## src/rtl/dtimer_pkg.sv

```systemverilog
package dtimer_pkg;

    // Per-counter machine states.
    typedef enum logic [1:0] {
        CNT_IDLE  = 2'd0,
        CNT_RUN   = 2'd1,
        CNT_SPENT = 2'd2
    } cnt_state_e;

    // Register offsets; timer i registers sit at base + TMR_STRIDE*i.
    localparam logic [11:0] OFS_CTRL  = 12'h000;
    localparam logic [11:0] OFS_RLD   = 12'h010;
    localparam logic [11:0] OFS_VAL   = 12'h014;
    localparam logic [11:0] OFS_CAUSE = 12'h110;
    localparam logic [11:0] OFS_MASK  = 12'h114;
    localparam int          TMR_STRIDE = 8;

    // Timer i owns cause/mask bit CAUSE_LSB + i.
    localparam int CAUSE_LSB = 1;

endpackage

```

## src/rtl/dtimer_counter.sv

```systemverilog
module dtimer_counter
    import dtimer_pkg::*;
#(
    parameter int CNT_W = 32
) (
    input  logic             clk,
    input  logic             rst_n,
    input  logic             en,
    input  logic             rl,
    input  logic             load,
    input  logic [CNT_W-1:0] load_val,
    input  logic             rld_wr,
    input  logic [CNT_W-1:0] rld_val,
    output logic [CNT_W-1:0] count,
    output logic [CNT_W-1:0] reload,
    output logic             expire
);

    cnt_state_e       state_q, state_d;
    logic [CNT_W-1:0] count_q, count_d;
    logic [CNT_W-1:0] rld_q;

    // State register.
    always_ff @(posedge clk) begin
        if (!rst_n) begin
            state_q <= CNT_IDLE;
            count_q <= '0;
            rld_q   <= '0;
        end else begin
            state_q <= state_d;
            count_q <= count_d;
            if (rld_wr) begin
                rld_q <= rld_val;
            end
        end
    end

    // Next state, next count and expiry strobe.
    always_comb begin
        state_d = state_q;
        count_d = count_q;
        expire  = 1'b0;
        if (load) begin
            count_d = load_val;
            state_d = en ? CNT_RUN : CNT_IDLE;
        end else if (!en) begin
            state_d = CNT_IDLE;
        end else begin
            unique case (state_q)
                CNT_IDLE, CNT_RUN: begin
                    if (count_q != '0) begin
                        count_d = count_q - 1'b1;
                        state_d = CNT_RUN;
                    end else begin
                        expire = 1'b1;
                        if (rl) begin
                            count_d = rld_q;
                            state_d = CNT_RUN;
                        end else begin
                            state_d = CNT_SPENT;
                        end
                    end
                end
                CNT_SPENT: state_d = CNT_SPENT;
                default:   state_d = CNT_IDLE;
            endcase
        end
    end

    assign count  = count_q;
    assign reload = rld_q;

endmodule

```

## src/rtl/dtimer_cause.sv

```systemverilog
module dtimer_cause #(
    parameter int NT = 2
) (
    input  logic          clk,
    input  logic          rst_n,
    input  logic [NT-1:0] ev,
    input  logic          clr_wr,
    input  logic [NT-1:0] clr_pat,
    input  logic          mask_wr,
    input  logic [NT-1:0] mask_val,
    output logic [NT-1:0] cause,
    output logic [NT-1:0] mask,
    output logic          irq
);

    logic [NT-1:0] cause_q, mask_q;
    logic [NT-1:0] drop;

    // Bits written as zero are dropped; a new expiry overrides the drop.
    assign drop = {NT{clr_wr}} & ~clr_pat;

    always_ff @(posedge clk) begin
        if (!rst_n) begin
            cause_q <= '0;
            mask_q  <= '0;
        end else begin
            cause_q <= ev | (cause_q & ~drop);
            if (mask_wr) begin
                mask_q <= mask_val;
            end
        end
    end

    assign cause = cause_q;
    assign mask  = mask_q;
    assign irq   = |(cause_q & mask_q);

endmodule

```

## src/rtl/dual_dtimer.sv

```systemverilog
module dual_dtimer
    import dtimer_pkg::*;
#(
    parameter int CNT_W  = 32,
    parameter int DATA_W = 32,
    parameter int ADDR_W = 12
) (
    input  logic              clk,
    input  logic              rst_n,
    input  logic              bus_sel,
    input  logic              bus_wr,
    input  logic [ADDR_W-1:0] bus_addr,
    input  logic [DATA_W-1:0] bus_wdata,
    output logic [DATA_W-1:0] bus_rdata,
    output logic              irq
);

    localparam int NT     = 2;
    localparam int CTRL_W = 2 * NT;

    logic                       wr_en;
    logic [CTRL_W-1:0]          ctrl_q;
    logic [NT-1:0]              tmr_en, tmr_rl, tmr_load, tmr_rwr, tmr_ev;
    logic [NT-1:0][CNT_W-1:0]   tmr_cnt, tmr_rld;
    logic                       cause_wr, mask_wr;
    logic [NT-1:0]              cause_q, mask_q;

    assign wr_en    = bus_sel & bus_wr;
    assign cause_wr = wr_en && (bus_addr == ADDR_W'(OFS_CAUSE));
    assign mask_wr  = wr_en && (bus_addr == ADDR_W'(OFS_MASK));

    always_ff @(posedge clk) begin
        if (!rst_n) begin
            ctrl_q <= '0;
        end else if (wr_en && (bus_addr == ADDR_W'(OFS_CTRL))) begin
            ctrl_q <= bus_wdata[CTRL_W-1:0];
        end
    end

    for (genvar i = 0; i < NT; i++) begin : g_tmr
        assign tmr_en[i]   = ctrl_q[2*i];
        assign tmr_rl[i]   = ctrl_q[2*i+1];
        assign tmr_load[i] = wr_en &&
            (bus_addr == ADDR_W'(int'(OFS_VAL) + TMR_STRIDE * i));
        assign tmr_rwr[i]  = wr_en &&
            (bus_addr == ADDR_W'(int'(OFS_RLD) + TMR_STRIDE * i));

        dtimer_counter #(.CNT_W(CNT_W)) u_cnt (
            .clk      (clk),
            .rst_n    (rst_n),
            .en       (tmr_en[i]),
            .rl       (tmr_rl[i]),
            .load     (tmr_load[i]),
            .load_val (bus_wdata[CNT_W-1:0]),
            .rld_wr   (tmr_rwr[i]),
            .rld_val  (bus_wdata[CNT_W-1:0]),
            .count    (tmr_cnt[i]),
            .reload   (tmr_rld[i]),
            .expire   (tmr_ev[i])
        );
    end

    dtimer_cause #(.NT(NT)) u_cause (
        .clk      (clk),
        .rst_n    (rst_n),
        .ev       (tmr_ev),
        .clr_wr   (cause_wr),
        .clr_pat  (bus_wdata[CAUSE_LSB +: NT]),
        .mask_wr  (mask_wr),
        .mask_val (bus_wdata[CAUSE_LSB +: NT]),
        .cause    (cause_q),
        .mask     (mask_q),
        .irq      (irq)
    );

    // Read multiplexer; unmapped offsets return zero.
    always_comb begin
        bus_rdata = '0;
        if (bus_sel) begin
            if (bus_addr == ADDR_W'(OFS_CTRL))  bus_rdata[CTRL_W-1:0] = ctrl_q;
            if (bus_addr == ADDR_W'(OFS_CAUSE)) bus_rdata[CAUSE_LSB +: NT] = cause_q;
            if (bus_addr == ADDR_W'(OFS_MASK))  bus_rdata[CAUSE_LSB +: NT] = mask_q;
            for (int i = 0; i < NT; i++) begin
                if (bus_addr == ADDR_W'(int'(OFS_RLD) + TMR_STRIDE * i))
                    bus_rdata[CNT_W-1:0] = tmr_rld[i];
                if (bus_addr == ADDR_W'(int'(OFS_VAL) + TMR_STRIDE * i))
                    bus_rdata[CNT_W-1:0] = tmr_cnt[i];
            end
        end
    end

endmodule

```

## config.mk

```make
export PLATFORM = sky130hd
export DESIGN_NAME = dual_dtimer
export DESIGN_NICKNAME = d
export VERILOG_FILES = /design/src/rtl/dtimer_pkg.sv /design/src/rtl/dtimer_counter.sv /design/src/rtl/dtimer_cause.sv /design/src/rtl/dual_dtimer.sv
export SDC_FILE = /design/constraint.sdc
export NUM_CORES = 1
export LEC_CHECK = 0
export BUFFER_PORTS_ARGS = -buffer_cell sky130_fd_sc_hd__buf_2
export CAP_MARGIN = 20
export CORE_MARGIN = 2
export CORE_UTILIZATION = 48
export DETAILED_ROUTE_END_ITERATION = 6
export PLACE_DENSITY_LB_ADDON = 0.05
export SETUP_SLACK_MARGIN = 0.4
export SYNTH_ARGS = -nofsm -noshare
export SYNTH_HDL_FRONTEND = slang
export SYNTH_SLANG_ARGS = --single-unit
```

## constraint.sdc

```tcl
create_clock -name clk -period 3.35 [get_ports clk]
set_input_delay 0.335 -clock clk [delete_from_list [all_inputs] [get_ports clk]]
set_output_delay 0.335 -clock clk [all_outputs]
set_load 0.01 [all_outputs]
```

# Word level (Yosys, flattened, before mapping)

Index checks and enable logic that the tools add are counted.

Multiplexer cells: 38
Add/subtract/negate cells: 2
Equality and inequality tests: 10
Bitwise logic cells: 7
Reduce and logical (&&, ||, !) cells: 23

Operators by type and width:

| cell                    | count |
|---|---|
| $mux W32                | 15 |
| $reduce_bool A32 Y1     | 2 |
| $sub A32 B1 Y32 const B | 2 |
| $eq A12 B5 Y1 const B   | 4 |
| $eq A12 B9 Y1 const B   | 2 |
| $mux W2                 | 10 |
| $logic_not A12 Y1       | 1 |
| $mux W1                 | 10 |
| $pmux W2 S2             | 2 |
| $reduce_bool A2 Y1      | 4 |
| $logic_and A1 B1 Y1     | 7 |
| $and A2 B2 Y2           | 3 |
| $reduce_and A3 Y1       | 2 |
| $reduce_bool A3 Y1      | 2 |
| $reduce_or A2 Y1        | 3 |
| $eq A2 B1 Y1 const B    | 2 |
| $eq A2 B2 Y1 const B    | 2 |
| $logic_not A2 Y1        | 2 |
| $mux W4                 | 1 |
| $not A2 Y2              | 2 |
| $or A2 B2 Y2            | 1 |
| $and A1 B1 Y1           | 1 |

Input port bits: 48
Word-level logic and storage cells: 89
Output and inout bits: 33
Register bits after elaboration: 140

# Depth between registers and ports, before layout

Depth in word-level cells: 9
Depth in mapped cells: 11
Depth with buffers taken out: 8

# Cells and area by module

Synthesis repeated with hierarchy kept, for this count alone.

Cell total of the unflattened synthesis: 1129
Area, all modules: 9313.9 um^2

Modules (own cells, without submodules):

| module                           | area each (um^2) | seq. area each (um^2) | times used | cells an instance |
|---|---|---|---|---|
| dtimer_counter at g_tmr[0].u_cnt | 3893.7           | 1321.3                | 1          | 471 |
| dtimer_counter at g_tmr[1].u_cnt | 3887.5           | 1321.3                | 1          | 471 |
| dual_dtimer                      | 1378.8           | 80.1                  | 1          | 172 |
| dtimer_cause                     | 153.9            | 80.1                  | 1          | 15 |

# Least setup slack after synthesis

No wires, ideal clock.

Path type: input to output
Start point: input port bus_addr[7]
End point: output port bus_rdata[11]
Setup slack: 495 ps
Cell stages on the path: 8
Arrival time: 2520 ps
Buffers on the path: 3
Data required time: 3015 ps
Cell sequence: or4_1 nor3_1 and3_1 clkbuf_1 buf_2 buf_1 nand2_1 a21boi_0

Word-level cells in the longest chain between the ends: 6
Elaborated cells between the ends (all ways): 9
Those cells by class: 4 x eq/ne; 5 x mux

RTL lines:

| what          | line              | text |
|---|---|---|
| from (decl)   | dual_dtimer.sv:12 | `input logic [ADDR_W-1:0] bus_addr,` |
| $eq A12 B5 Y1 | dual_dtimer.sv:84 | `if (bus_addr == ADDR_W'(int'(OFS_RLD) + TMR_STRIDE * i))` |
| $mux W32      | dual_dtimer.sv:84 |  |
| $mux W32      | dual_dtimer.sv:86 | `if (bus_addr == ADDR_W'(int'(OFS_VAL) + TMR_STRIDE * i))` |
| $mux W32      | dual_dtimer.sv:84 |  |
| $mux W32 (*)  | dual_dtimer.sv:86 |  |
| $mux W32 (*)  | dual_dtimer.sv:79 | `if (bus_sel) begin` |
| to (decl)     | dual_dtimer.sv:14 | `output logic [DATA_W-1:0] bus_rdata,` |

Mark *: on every way between the ends. The rest lies on a longest branch, timed or not.

# Worst setup path after layout

Start point: register g_tmr[0].u_cnt.count_q[0]
End point: register g_tmr[0].u_cnt.count_q[25]

Word-level cells in the longest chain between the ends: 5
Elaborated cells between the ends (all ways): 8
Those cells by class: 1 x add/sub; 4 x mux; 3 x reduce/logical

RTL lines:

| what                                                          | line                                       | text |
|---|---|---|
| from (decl)                                                   | dtimer_counter.sv:20                       | `logic [CNT_W-1:0] count_q, count_d;` |
| from (signal assigned)                                        | dtimer_counter.sv:31                       | `count_q <= count_d;` |
| $sub A32 B1 Y32 / $reduce_bool A32 Y1 (equally long branches) | dtimer_counter.sv:52, dtimer_counter.sv:51 |  |
| $mux W32                                                      | dtimer_counter.sv:51                       | `if (count_q != '0) begin` |
| $mux W32                                                      | dtimer_counter.sv:49                       | `unique case (state_q)` |
| $mux W32                                                      | dtimer_counter.sv:46                       | `end else if (!en) begin` |
| $mux W32                                                      | dtimer_counter.sv:43                       | `if (load) begin` |

Several ways; a longest one is shown, not always the timed one. The select of a mux whose other input is x is not followed.
A chain may end at the register's enable or synchronous reset.

==> reports/summary.txt <==
Period utilisation layout: 86.54%
Syn Area/Cell: 7.513 µm²
Cell area power density: 376.4 nW/µm²
Largest net degree at the start of global routing: 88
Total number of vias: 9200
Total Wirelength: 32440 µm
Highest metal used: met4
Fillers: 1706
Crit path max-delay cell type: or4_4
Gr usage total: 34.43%
Required @ worst endpoint: 3.66 ns
Critical path origin: g_tmr[0].u_cnt.count[0]$_SDFFE_PN0P_
CP max stage delay: 0.54 ns
Fraction of registers with async set/reset: 0%
Hold path endpoint: g_tmr[0].u_cnt.reload[6]$_SDFFE_PN0P_
CP Capture Type: register
Failing checks: design-rule violations
Worst EP arrival: 3.21 ns
Post-DR wirelength/cell: 22.45 µm
MaxCap Viol Count: 0
Peak supply drop: 313.1 µV
Clock Power Share: 51.6%
Setup Skew: 0.007849 ns
Ys flop type: dfxtp_1
Internal power: 2.910 mW
R2R setup slack: 0.45 ns
Actual slew at the worst max-slew pin: 1.012 ns
Ratio of cells with drive above 1 in the final layout: 19.67%
Clk_lat worst skew: 0.42 ns
# DRC: 4
Net Count, Synth: 1190
Clk sinks: 140
Row count: 48
CTS buffer count: 17
Gr ovfl total: 0
RSZ-0062 raised after global routing: true
Pins over their slew limit: 0
Metal3 WL: 2756 µm
Diodes inserted: 0
Post-route setup TNS: 0 ns
P_leak: 3.725 nW
Post-Syn Area: 8564 µm²
Layout Cells excl Fill: 1445
CP dominant cell by count: buf_4
Global-route wire length before repair: 48800 µm
Switching pwr: 0.8627 mW
Outcome: finished with violations
Die H: 137.6 µm
Final min period: 2.899 ns
Post-synthesis sequential area ratio: 32.72%
Multi-input logic area: 5358 µm²
Sequential cell area: 2808 µm²
Register-to-Register Path Depth: 10
CP delay by family, top: simple AND/OR/NAND/NOR gates
Reg power frac: 44.1%
Final hold vios: 0
Number of synthesized flops with an enable pin: 0
Final nets: 1259
Starting density of the core: 49.34%
FF+latch count, synth: 140
Io pins: 81
Vias in the first global route: 8142
Clk buf depth: 2
Ys Warns: 0
Dpl hpwl: 22550 µm
Slew headroom: 32.55%
Worst hold path type: primary input to register
Post-Place Cells: 1407
Post-Synthesis Cells: 1140
Switching share of power: 22.86%
Die area: 18930 µm²
M1 wire length: 14060 µm
Max Fclk: 344.9 MHz
CTS clk-pin slew, worst paths: 0.06 ns
Met2 wire len: 14060 µm
CP Max Fanout: 8
Worst R2R Start: g_tmr[0].u_cnt.count[0]$_SDFFE_PN0P_
IO buf count: 80
Final setup viols: 0
Core area: 17360 µm²
Post-route ant nets: 0
Synth unique cells: 71
H-tree level count: 4
Starting DRT DRC Count: 887
WP buf/inv: 3
TritonRoute pass-1 iters: 7
GPL Wtd Cong: 0.9562
Startpoint Class: register
Cell Chain, Critical Path: inv_1, ha_2, or4b_4, or4_4, or3_4, buf_4, buf_4, nor2_1, a21oi_1, a32o_1
P&R area growth vs syn: 17.05%
Kind of critical path: register to register
Worst Hold Path Cells: 3
Die width: 137.6 µm
Reg-to-reg critical path endpoint: g_tmr[0].u_cnt.count[25]$_SDFFE_PN0P_
CTS root buf: clkbuf_16
Hold Crit Start: bus_wdata[6]
Routed vias/inst: 6.367
CTS tree: yes
Comb power frac: 4.3%
Initial antenna violation count: 0
routing by layer:
layer | vias to the layer above | global-route usage, %
met5 | - | 0
met4 | 0 | 16.32
met3 | 71 | 6.843
met2 | 463 | 51.58
met1 | 4340 | 47.35
li1 | 4326 | -
worst max path at each step:
stage | end | slack, ns | cells after the start
floorplan | bus_rdata[11] | 0.50 | 8
global placement | g_tmr[0].u_cnt.count[16]$_SDFFE_PN0P_ | 0.33 | 9
detailed placement | g_tmr[0].u_cnt.count[16]$_SDFFE_PN0P_ | 0.28 | 9
CTS | g_tmr[0].u_cnt.count[16]$_SDFFE_PN0P_ | 0.41 | 9
global route | g_tmr[0].u_cnt.count[27]$_SDFFE_PN0P_ | 0.36 | 10
finish | g_tmr[0].u_cnt.count[25]$_SDFFE_PN0P_ | 0.45 | 10
Yosys cell counts, types with 11 or more instances:
cell type	instances	share of area [%]
a21boi_0	17	1.5
a21oi_1	114	6.7
a222oi_1	16	1.9
a22oi_1	27	2.4
a31oi_1	16	1.2
clkbuf_1	76	3.3
dfxtp_1	140	33
mux2_2	33	4.3
mux2i_1	13	1.5
nand2_1	201	8.8
nand3_1	23	1.3
nand4_1	12	0.88
nor2_1	70	3.1
nor2b_1	19	1.4
nor3_1	39	2.3
nor4_1	30	2.2
o211ai_1	15	1.3
o21ai_0	71	4.1
or3_1	17	1.2
or4_1	16	1.4
xnor2_1	14	1.4
xor2_1	11	1.1
timing repair:
action	CTS	global route
pin swaps	0	2
buffers inserted	0	7
hold buffers	0	0
gates resized for setup	2	10
setup endpoints to repair	12	37
layout by cell type (no fill, tap or decap), types with 10 or more instances in the layout:
master	instances
nand3_1	23
xnor2_1	14
a21boi_0	17
mux2_2	33
xor2_1	11
mux2i_1	13
dfxtp_1	138
nand2_1	201
o21a_1	10
nand4_1	12
o21ai_0	70
nor4_1	28
a22oi_1	26
buf_4	58
or4_1	15
a31oi_1	16
o211ai_1	15
a21oi_1	114
clkbuf_16	17
a222oi_1	16
buf_2	80
nor2b_1	19
nor3_1	37
or3_1	15
nor2_1	70
inv_1	10
logic make-up (layout without fill, tap and decap cells):
family | Yosys count | after routing | share of synthesized area [%]
and+or+nand+nor | 472 | 472 | 26.92
AOI/OAI and AO/OA | 349 | 349 | 26.24
DFF | 140 | 140 | 32.72
buffers and inverters | 105 | 185 | 5.230
muxes | 47 | 47 | 6.034
xor gates and xnor gates | 25 | 25 | 2.557
adders and majority gates | 2 | 2 | 0.2921
stage by stage:
stage | utilization (%) | setup WS [ns] | power (mW) | cell area, µm² | hold slack [ns]
6_report | 57.76 | 0.4508 | 3.773 | 10020 | 0.2017
5_1_grt | 57.76 | 0.3641 | 3.874 | 10020 | 0.2016
4_1_cts | 57.09 | 0.4059 | 3.785 | 9908 | 0.1986
3_5_place_dp | 53.59 | 0.2810 | 1.861 | 9301 | 0.4569
3_3_place_gp | 53.59 | 0.3290 | 1.861 | 9301 | 0.4527
2_1_floorplan | - | 0.4951 | 1.770 | 8564 | 0.4365
state kept, by name, summed over array words and instances (netlist names):
register / cells
ctrl_q: 4
g_tmr.u_cnt.count: 64
g_tmr.u_cnt.reload: 64
g_tmr.u_cnt.state_q: 4
u_cause.cause: 2
u_cause.mask: 2
worst reg2reg max path, delay by kind of cell (launching register included):
kind                     cells  cell delay [ns]
AO/OA/AOI/OAI                2             0.31
buffers and inverters        3             0.36
AND/OR/NAND/NOR              4             1.56
flip-flops                   1             0.37
adder cells (fa/ha/maj)      1             0.19
power groups by stage:
stage | clock [mW] | combinational (mW) | sequential (mW)
3_3_place_gp | 0 | 0.159 | 1.70
6_report | 1.95 | 0.163 | 1.66
5_1_grt | 2.04 | 0.172 | 1.66
2_1_floorplan | 0 | 0.0685 | 1.70
4_1_cts | 1.96 | 0.159 | 1.66
3_5_place_dp | 0 | 0.159 | 1.70
layout make-up:
type / count / share of cell area [%]
Sequential cell: 140 / 28.01
Inverter: 11 / 0.4119
Clock inverter: 11 / 1.448
Multi-Input combinational cell: 895 / 53.44
Timing Repair Buffer: 144 / 9.361
Clock buffer: 19 / 4.518
Tap cell: 225 / 2.808
No activity file was read; power rests on OpenSTA's default activity.
